[src/rtl/tmr_pkg.sv]
// Shared register map and control layout for the timer pair.
// Assumes an 8-bit or wider write data bus.
package tmr_pkg;
    localparam int ADDR_W      = 3;
    localparam logic [ADDR_W-1:0] A_MOD0 = 3'd0;
    localparam logic [ADDR_W-1:0] A_MOD1 = 3'd1;
    localparam logic [ADDR_W-1:0] A_CTL0 = 3'd2;
    localparam logic [ADDR_W-1:0] A_CTL1 = 3'd3;
    localparam logic [ADDR_W-1:0] A_MODE = 3'd4;
    localparam int SEL_W       = 3;
    localparam int B_RUN       = 3;
    localparam int B_START     = 4;
    localparam int B_OE        = 5;
    localparam int B_CASC      = 0;
    localparam int NCH         = 2;

    typedef struct packed {
        logic [SEL_W-1:0] sel;
        logic             run;
        logic             oe;
    } tmr_ctl_t;
endpackage

[src/rtl/tmr_evsync.sv]
// Synchronizes the asynchronous event pin and emits a one-cycle pulse
// on each rising edge. Assumes the pin stays at each level for at least
// two clock cycles so that no edge is lost.
module tmr_evsync #(
    parameter int STAGES = 2
) (
    input  logic clk,
    input  logic rst_n,
    input  logic async_in,
    output logic rise
);
    logic [STAGES:0] sh_q;

    // Shift the pin through the synchronizer and one history flop.
    always_ff @(posedge clk) begin
        if (!rst_n) sh_q <= '0;
        else        sh_q <= {sh_q[STAGES-1:0], async_in};
    end

    assign rise = sh_q[STAGES-1] & ~sh_q[STAGES];
endmodule

[src/rtl/tmr_srcsel.sv]
// Clock source selector for one channel. CH picks the tap set:
// channel 0 maps codes 1..5 to taps 0..4, and channel 1 maps code 1 to
// the chained input and codes 2..6 to taps 0,2,3,4,5. Code 0 is the
// event edge. Any other code selects nothing. Assumes NTAP >= 6.
module tmr_srcsel #(
    parameter int CH    = 0,
    parameter int NTAP  = 6,
    parameter int SEL_W = 3
) (
    input  logic [SEL_W-1:0] sel,
    input  logic [NTAP-1:0]  tick,
    input  logic             ev,
    input  logic             chain,
    output logic             src
);
    generate
        if (CH == 0) begin : g_ch0
            // Low channel: event edge or one of the five fastest taps.
            always_comb begin
                unique case (sel)
                    3'd0:    src = ev;
                    3'd1:    src = tick[0];
                    3'd2:    src = tick[1];
                    3'd3:    src = tick[2];
                    3'd4:    src = tick[3];
                    3'd5:    src = tick[4];
                    default: src = 1'b0;
                endcase
            end
            logic unused_chain;
            assign unused_chain = chain ^ (|tick[NTAP-1:5]);
        end else begin : g_ch1
            // High channel: event edge, chained output, or five slower taps.
            always_comb begin
                unique case (sel)
                    3'd0:    src = ev;
                    3'd1:    src = chain;
                    3'd2:    src = tick[0];
                    3'd3:    src = tick[2];
                    3'd4:    src = tick[3];
                    3'd5:    src = tick[4];
                    3'd6:    src = tick[5];
                    default: src = 1'b0;
                endcase
            end
            logic unused_tick;
            assign unused_tick = tick[1] ^ (|tick[NTAP-1:5]);
        end
    endgenerate
endmodule

[src/rtl/tmr_chan.sv]
// One counter byte with its equality compare, toggle flop and interrupt
// pulse. The parent decides per cycle whether to step or wrap, so this
// slice serves both the 8-bit and the cascaded arrangement.
module tmr_chan #(
    parameter int W = 8
) (
    input  logic         clk,
    input  logic         rst_n,
    input  logic         restart,
    input  logic         step,
    input  logic         wrap,
    input  logic         hit,
    input  logic [W-1:0] modulo,
    output logic [W-1:0] count,
    output logic         eq,
    output logic         tflop,
    output logic         irq
);
    assign eq = (count == modulo);

    // Count register: start clears, a match wraps, an advance increments.
    always_ff @(posedge clk) begin
        if (!rst_n)       count <= '0;
        else if (restart) count <= '0;
        else if (wrap)    count <= '0;
        else if (step)    count <= count + 1'b1;
    end

    // Toggle flop and registered interrupt pulse on each match.
    always_ff @(posedge clk) begin
        if (!rst_n) begin
            tflop <= 1'b0;
            irq   <= 1'b0;
        end else begin
            tflop <= tflop ^ hit;
            irq   <= hit;
        end
    end
endmodule

[src/rtl/tmr_pair.sv]
// Two modulo timer/event counters with an optional 16-bit cascade.
// Prescaler strobes come from outside as one-cycle pulses. The event pin
// is asynchronous. Register writes take effect on the next cycle.
module tmr_pair
    import tmr_pkg::*;
#(
    parameter int W           = 8,
    parameter int NTAP        = 6,
    parameter int SYNC_STAGES = 2
) (
    input  logic              clk,
    input  logic              rst_n,
    input  logic              reg_we,
    input  logic [ADDR_W-1:0] reg_addr,
    input  logic [W-1:0]      reg_wdata,
    input  logic              rd_chan,
    output logic [W-1:0]      rd_count,
    input  logic [NTAP-1:0]   presc_tick,
    input  logic              event_in,
    output logic [NCH-1:0]    pin_out,
    output logic [NCH-1:0]    pin_en,
    output logic              sclk_out,
    output logic [NCH-1:0]    irq_pulse
);
    tmr_ctl_t          ctl_q [NCH];
    logic [W-1:0]      mod_q [NCH];
    logic              casc_q;
    logic [W-1:0]      cnt   [NCH];
    logic [NCH-1:0]    eq_v, tflop_v, src_v, en_v;
    logic [NCH-1:0]    step_v, wrap_v, hit_v, start_v, restart_v;
    logic              ev_rise, rise0, wide_eq;
    logic              hit0, step0, wrap0, hit1, step1, wrap1;
    logic [W-1:0]      cnt0_w, cnt1_w;

    // Register file writes for modulo, control and mode.
    always_ff @(posedge clk) begin
        if (!rst_n) begin
            for (int i = 0; i < NCH; i++) begin
                mod_q[i] <= '0;
                ctl_q[i] <= '0;
            end
            casc_q <= 1'b0;
        end else if (reg_we) begin
            unique case (reg_addr)
                A_MOD0: mod_q[0] <= reg_wdata;
                A_MOD1: mod_q[1] <= reg_wdata;
                A_CTL0: ctl_q[0] <= '{sel: reg_wdata[SEL_W-1:0], run: reg_wdata[B_RUN], oe: reg_wdata[B_OE]};
                A_CTL1: ctl_q[1] <= '{sel: reg_wdata[SEL_W-1:0], run: reg_wdata[B_RUN], oe: reg_wdata[B_OE]};
                A_MODE: casc_q   <= reg_wdata[B_CASC];
                default: ;
            endcase
        end
    end

    // Start strobes decoded straight from the write port.
    assign start_v[0]   = reg_we && (reg_addr == A_CTL0) && reg_wdata[B_START];
    assign start_v[1]   = reg_we && (reg_addr == A_CTL1) && reg_wdata[B_START];
    assign restart_v[0] = start_v[0];
    assign restart_v[1] = start_v[1] | (casc_q & start_v[0]);

    tmr_evsync #(.STAGES(SYNC_STAGES)) u_sync (
        .clk(clk), .rst_n(rst_n), .async_in(event_in), .rise(ev_rise)
    );

    assign rise0 = hit0 & ~tflop_v[0];

    generate
        for (genvar c = 0; c < NCH; c++) begin : g_ch
            tmr_srcsel #(.CH(c), .NTAP(NTAP), .SEL_W(SEL_W)) u_sel (
                .sel(ctl_q[c].sel), .tick(presc_tick), .ev(ev_rise),
                .chain((c == 1) ? rise0 : 1'b0), .src(src_v[c])
            );
            assign en_v[c] = ctl_q[c].run & src_v[c];

            tmr_chan #(.W(W)) u_chan (
                .clk(clk), .rst_n(rst_n), .restart(restart_v[c]),
                .step(step_v[c]), .wrap(wrap_v[c]), .hit(hit_v[c]),
                .modulo(mod_q[c]), .count(cnt[c]), .eq(eq_v[c]),
                .tflop(tflop_v[c]), .irq(irq_pulse[c])
            );
        end
    endgenerate

    // Channel 0 sequencing, shared with the cascaded 16-bit pair.
    always_comb begin
        wide_eq = eq_v[0] & eq_v[1];
        if (casc_q) begin
            hit0  = en_v[0] & wide_eq;
            step0 = en_v[0] & ~wide_eq;
        end else begin
            hit0  = en_v[0] & eq_v[0];
            step0 = en_v[0] & ~eq_v[0];
        end
        wrap0 = hit0;
    end

    // Channel 1 sequencing: own clock alone, or carry from the low byte.
    always_comb begin
        if (casc_q) begin
            hit1  = 1'b0;
            wrap1 = hit0;
            step1 = step0 & (cnt[0] == {W{1'b1}});
        end else begin
            hit1  = en_v[1] & eq_v[1];
            wrap1 = hit1;
            step1 = en_v[1] & ~eq_v[1];
        end
    end

    assign step_v = {step1, step0};
    assign wrap_v = {wrap1, wrap0};
    assign hit_v  = {hit1, hit0};

    assign cnt0_w   = cnt[0];
    assign cnt1_w   = cnt[1];
    assign rd_count = rd_chan ? cnt1_w : cnt0_w;
    assign sclk_out = tflop_v[0];
    assign pin_en   = {ctl_q[1].oe, ctl_q[0].oe};
    assign pin_out  = pin_en & tflop_v;
endmodule

[config.mk]
export PLATFORM = sky130hd
export DESIGN_NAME = tmr_pair
export DESIGN_NICKNAME = d
export VERILOG_FILES = /design/src/rtl/tmr_pkg.sv /design/src/rtl/tmr_evsync.sv /design/src/rtl/tmr_srcsel.sv /design/src/rtl/tmr_chan.sv /design/src/rtl/tmr_pair.sv
export SDC_FILE = /design/constraint.sdc
export NUM_CORES = 1
export LEC_CHECK = 0
export CAP_MARGIN = 10
export CORE_MARGIN = 2
export CORE_UTILIZATION = 50
export CTS_BUF_LIST = sky130_fd_sc_hd__clkbuf_8
export CTS_CLUSTER_SIZE = 20
export DETAILED_ROUTE_END_ITERATION = 16
export PLACE_DENSITY_LB_ADDON = 0.05
export REMOVE_ABC_BUFFERS = 1
export SYNTH_ARGS = -nofsm -noshare
export SYNTH_HDL_FRONTEND = slang
export SYNTH_SLANG_ARGS = --single-unit
[constraint.sdc]
create_clock -name clk -period 4.65 [get_ports clk]
set_input_delay 0.6975 -clock clk [delete_from_list [all_inputs] [get_ports clk]]
set_output_delay 0.6975 -clock clk [all_outputs]
set_load 0.05 [all_outputs]
==> impl_results.md, run 1 <==
* Seq/Total Area, Yosys at 51.6%
* Routed WL per cell at 15.1 µm
* Synthesis warning total at 0
* Area delta synth->final at 21.0%
* Final period util at about three quarters
* Library cells used by synthesis at between 40 and 50
* Vias per Instance at 5.40
* First-pass GRT wire length at roughly 8.2 mm
* Fin Clk Skew at 5.29 ps
* Relative slew margins at around 32%
* R2R Setup Slk at 1260 ps
* RR Endpoint: g_ch[1].u_chan.count[7]
* Maximum clock rate at ~290 MHz
* Largest net degree at the start of global routing at 21
* Clock net sink count at 50
* WP data arrival at ~3700 ps
* Synth Register Bits at 50
* DRT Pass-1 Iters at 4
* Synth Area per Inst at 10.8 µm²
* Cts repair resizes at 0
* Die X at 73.9 µm
* RSZ-0062 raised after global routing: no
* Min-Delay Endpoint: u_sync.sh_q[1]
* P_leak at between 0.9 and 1 nW
* Fillers at 403
* Die Span Y at 73.9 µm
* Hold_sp: u_sync.sh_q[0]
* Fin nets at 286
* Hold Violations, Final at 0
* Worst-path clk slew at roughly 90 ps
* I/O Buffers at 36
* Worst Setup End Kind: register
* Post-CTS Hold Buffers at 0
* DP HPWL at around 3.8 mm
* TritonCTS clock tree: built
* CTS Buf Count at 5
* FP Rows at 25
* Main synth FF type: edfxtp_1
* Outcome: finished clean
* Number of I/O pins at 37
* All-layer global routing usage at 20.1%
* Synth top area cells: edfxtp_1, dfxtp_1, xnor2_1
* Share of the synthesized area in the top cell type at 32.0%
* Longest Clk Path Bufs at 2
* Reg2reg start: g_ch[1].u_chan.count[2]
* Share of layout cells above drive strength 1 at approximately 7.6%
* Final setup fails at 0
* Post-CTS setup buffers at 0
* Final Max Tran Viols at 0
* Final critical-path required period at approximately 3500 ps
* Critical Path Fanout Max at 12
* Peak supply drop at 0.000143 V
* Crit Path Class: in2reg
* Ys async rst share at 0%
* Most common cell after layout, fill and taps aside: clkdlybuf4s50_1
* Min-Delay Path Class: reg2reg
* CORE AREA at 4720 µm²
* Vias at 1776
* Vias in the first global route at between 1500 and 2000
* Clock root buffer: clkbuf_8
* Initial antenna violation count at 0
* Starting Density at a little over 50%
* Drc violations at 0
* Tot Pwr at approximately 0.9 mW
* Largest area contributor in the synthesized netlist: edfxtp_1
* Full die area at roughly 5500 µm²
* Remaining global-route overflow at 0
* Post-route ant nets at 0
* Multi-input gate area at 1100 µm²
* Max_cap viols at 0
* Least-Margin Pin Slew at 1000 ps
* Pwr/cell area at approximately 300 nW/µm²
* EDFF count, synth at 26
* Utilization after layout at a little over three fifths
* Clock Latency Late Sink at roughly 300 ps
* Reg2Reg Depth at 11
* N_diodes at 0
* Depth of the worst hold-timing path at 1
* Number of H-tree levels at 2
* Initial drt markers at 95
* Drt total wl at 4.96 mm
* Critical Path RT at 4830 ps
* Routability cong. at about 0.84
* Register area at 1260 µm²
* Post-route setup TNS at 0 ps
* Synthesized area at approximately 2400 µm²
* Startpoint types: input pin
* Setup ws final at around 1200 ps
* Most frequent cells in the layout: clkdlybuf4s50_1, edfxtp_1, xnor2_1, dfxtp_1, and2_1
* Syn Inst Count at 227
* Setup WS pre-CTS at around 840 ps
==> layout make-up <==
class / instances / share of cell area, %
tap: 67 / 2.84
clock inverter: 3 / 1.48
inverter: 7 / 0.889
timing repair buffer: 38 / 12.7
sequential: 50 / 42.7
clock buffer: 5 / 2.33
multi-input combinational: 159 / 37.1
==> per-stage QoR <==
step	area, µm²	hold WS (ps)	cells
5_1_grt	2960	447	329
3_5_place_dp	2840	419	321
2_1_floorplan	2380	412	216
6_report	2960	441	329
3_3_place_gp	2840	416	321
4_1_cts	2960	443	329
==> cells by family after synthesis <==
kind of cell	Yosys count	synth area share, %
flops	50	51.6
xor+xnor	25	8.96
simple gates	81	18.0
compound gates	38	10.6
fa+ha+maj	3	1.54
buf+inv	18	3.48
mux	12	5.79
==> sequential cells by signal (all words and copies together) (netlist names) <==
register           cells
g_ch.u_chan.count     16
casc_q                 1
mod_q                 16
u_sync.sh_q            3
g_ch.u_chan.tflop      2
g_ch.u_chan.irq        2
ctl_q                 10
==> how the worst max path moves through the flow <==
stage,startpoint,end,cells after the start
after floorplan,presc_tick[2],g_ch[1].u_chan.count[4],10
after global placement,presc_tick[4],g_ch[1].u_chan.count[7],11
after detailed placement,presc_tick[4],g_ch[1].u_chan.count[6],11
after CTS,presc_tick[4],g_ch[1].u_chan.count[7],11
after global routing,presc_tick[2],g_ch[1].u_chan.count[5],11
final,presc_tick[2],g_ch[1].u_chan.count[7],11
==> cell usage after synthesis, types with 6 or more instances <==
| cell type | count |
|---|---|
| nand4_1 | 6 |
| nor2_1 | 15 |
| and2_1 | 17 |
| inv_1 | 7 |
| nand2_1 | 13 |
| edfxtp_1 | 26 |
| xnor2_1 | 24 |
| dfxtp_1 | 24 |
| nand3_1 | 6 |
| a21oi_1 | 9 |
| mux2_2 | 7 |
| and3_1 | 6 |
==> report_power, final <==
group	switching, mW	leakage [nW]	internal, mW
clock network	0.143	0.0585	0.161
registers	0.0158	0.446	0.484
logic	0.0476	0.478	0.0458
==> worst max-delay path: stages <==
cell	delay (ps)
clkdlybuf4s50_1	420
mux2i_1	140
o22ai_1	120
o21ai_1	510
nor2_1	140
ha_1	210
mux4_2	440
o2111ai_1	350
o22a_1	410
or4_1	170
a21oi_1	60
==> metal layers <==
layer,routed length [µm],up-vias,track usage [%],part of all wire [%]
met3,200,6,3.84,4.0
met2,2260,44,31.5,46
met4,58,0,5.45,1.2
met1,2440,832,28.7,49
li1,-,894,-,-
met5,0,-,0,0
(Power assumes the default switching activity.)
==> inputs of run 2 (changes only) <==
==> constraint.sdc (replaced) <==
create_clock -name clk -period 3.39 [get_ports clk]
set_input_delay 0.5085 -clock clk [delete_from_list [all_inputs] [get_ports clk]]
set_output_delay 0.5085 -clock clk [all_outputs]
set_load 0.05 [all_outputs]
==> impl_results.md, run 2 (synthesized netlist as in run 1, its figures left out) <==
* Outcome: finished clean
* Routed WL per cell at 15.1 µm
* Least-Margin Pin Slew at 911 ps
* Register share of total power at a little over half
* Area delta synth->final at 24.6%
* Vias in the first global route at 1672
* Max_cap viols at 0
* CP max stage cell: or4_1
* Full die area at between 5000 and 6000 µm²
* WP data arrival at about 3300 ps
* Maximum clock rate at 330 MHz
* Clk pwr share at 36.9%
* Net Sw Power at 0.281 mW
* Most frequent cells in the layout: clkdlybuf4s50_1, edfxtp_1, xnor2_1, dfxtp_1, and2_1
* Number of I/O pins at 37
* Drt total wl at slightly above 5 mm
* Vias per Instance at 5.38
* CORE AREA at roughly 4700 µm²
* Final critical-path required period at 3030 ps
* N_diodes at 0
* Crit Path Class: reg2reg
* Initial antenna violation count at 0
* I/O Buffers at 36
* Post-route setup TNS at 0 ps
* Relative slew margins at 38.8%
* Clock root buffer: clkbuf_8
* Biggest regs: g_ch.u_chan.count (16), mod_q (16), ctl_q (10)
* Cts repair resizes at 0
* Worst-path clk slew at 90 ps
* Clock net sink count at 50
* Utilization after layout at roughly 64%
* Remaining global-route overflow at 0
* DP HPWL at ~3.9 mm
* Fin Clk Skew at 8.77 ps
* Critical Path RT at 3630 ps
* Fillers at 384
* Switching part of the total power at 21.5%
* R2R Setup Slk at 360 ps
* Vias at ~1800
* Die X at 73.9 µm
* Longest Clk Path Bufs at 2
* Logic pwr share at 10.8%
* Peak supply drop at 0.000247 V
* DRT Pass-1 Iters at 4
* Post-CTS setup buffers at 0
* Cells along the critical path: or3b_1 > a211oi_2 > o21ai_1 > nor2_1 > ha_1 > mux4_2 > o2111ai_1 > o22a_1 > or4_1 > a21oi_1
* RSZ-0062 raised after global routing: no
* TritonCTS clock tree: built
* P_leak at 1.03 nW
* CTS Buf Count at 5
* Most common cell after layout, fill and taps aside: clkdlybuf4s50_1
* Share of layout cells above drive strength 1 at about a tenth
* Routability cong. at 0.798
* Final period util at 89.3%
* Worst Setup End Kind: register
* Number of H-tree levels at 2
* CP peak stage delay at 510 ps
* Clock Latency Late Sink at 300 ps
* Final setup fails at 0
* Starting Density at around half
* Hold Violations, Final at 0
* Startpoint types: register
* Critical Path Fanout Max at 12
* Die Span Y at 73.9 µm
* Post-CTS Hold Buffers at 0
* Int Power at 1.03 mW
* Post-route ant nets at 0
* Min-Delay Path Class: reg2reg
* Fin nets at just under 300
* FP Rows at 25
* Initial drt markers at 71
* Final Max Tran Viols at 0
* Drc violations at 0
* First-pass GRT wire length at ~8.3 mm
* All-layer global routing usage at approximately a fifth
* Largest net degree at the start of global routing at 21
* Pwr/cell area at roughly 430 nW/µm²
==> run 2: cell types whose count changed in the layout (fill, tap and decap cells not counted) <==
cell       before  now
clkinv_1        0    1
buf_4           2   11
bufinv_16       1    2
clkinv_2        1    0
inv_6           1    0
==> run 2: through the flow <==
stage / cells / worst slack (ps) / power, mW / cell area (µm²) / hold WS, ps
floorplan: 216 / 479 / 0.768 / 2380 / 412
global placement: 330 / 302 / 0.836 / 2910 / 419
detailed placement: 330 / 208 / 0.838 / 2910 / 440
CTS: 338 / 359 / 1.32 / 3040 / 460
global route: 338 / 167 / 1.36 / 3040 / 501
finish: 338 / 362 / 1.31 / 3040 / 456
==> run 2: area by class of cell <==
type                            count  area (µm²)  share of cell area [%]
Sequential cell                    50        1260                    41.4
Clock inverter                      3        63.8                    2.10
Multi-Input combinational cell    159        1100                    36.0
Inverter                            7        26.3                   0.863
Timing Repair Buffer               47         443                    14.5
Tap cell                           67        83.8                    2.75
Clock buffer                        5        68.8                    2.26
==> run 2: path summary, 6_finish.rpt <==
path,end,start,cells past startpoint
min,u_sync.sh_q[1],u_sync.sh_q[0],1
min reg2reg,u_sync.sh_q[1],u_sync.sh_q[0],1
max,g_ch[1].u_chan.count[7],ctl_q[0][2],10
max reg2reg,g_ch[1].u_chan.count[7],ctl_q[0][2],10
==> run 2: metal layers <==
metal	global-route usage, %	wire [µm]	share of wire, %
met5	0	0	0
met4	7.47	108	2.1
met3	4.80	240	4.7
met2	32.2	2360	46
met1	27.7	2400	47
==> run 2: critical path: cells and delay by family (launching register included) <==
kind	cells	cell delay, ps
fa+ha+maj	1	170
mux	1	240
flops	1	460
compound gates	5	1030
simple gates	3	1090
==> run 2: power groups by stage <==
stage          clock [mW]  sequential (mW)  combinational [mW]
2_1_floorplan           0            0.699              0.0688
3_3_place_gp            0            0.697               0.139
3_5_place_dp            0            0.697               0.141
4_1_cts             0.495            0.683               0.141
5_1_grt             0.517            0.686               0.153
6_report            0.482            0.683               0.141
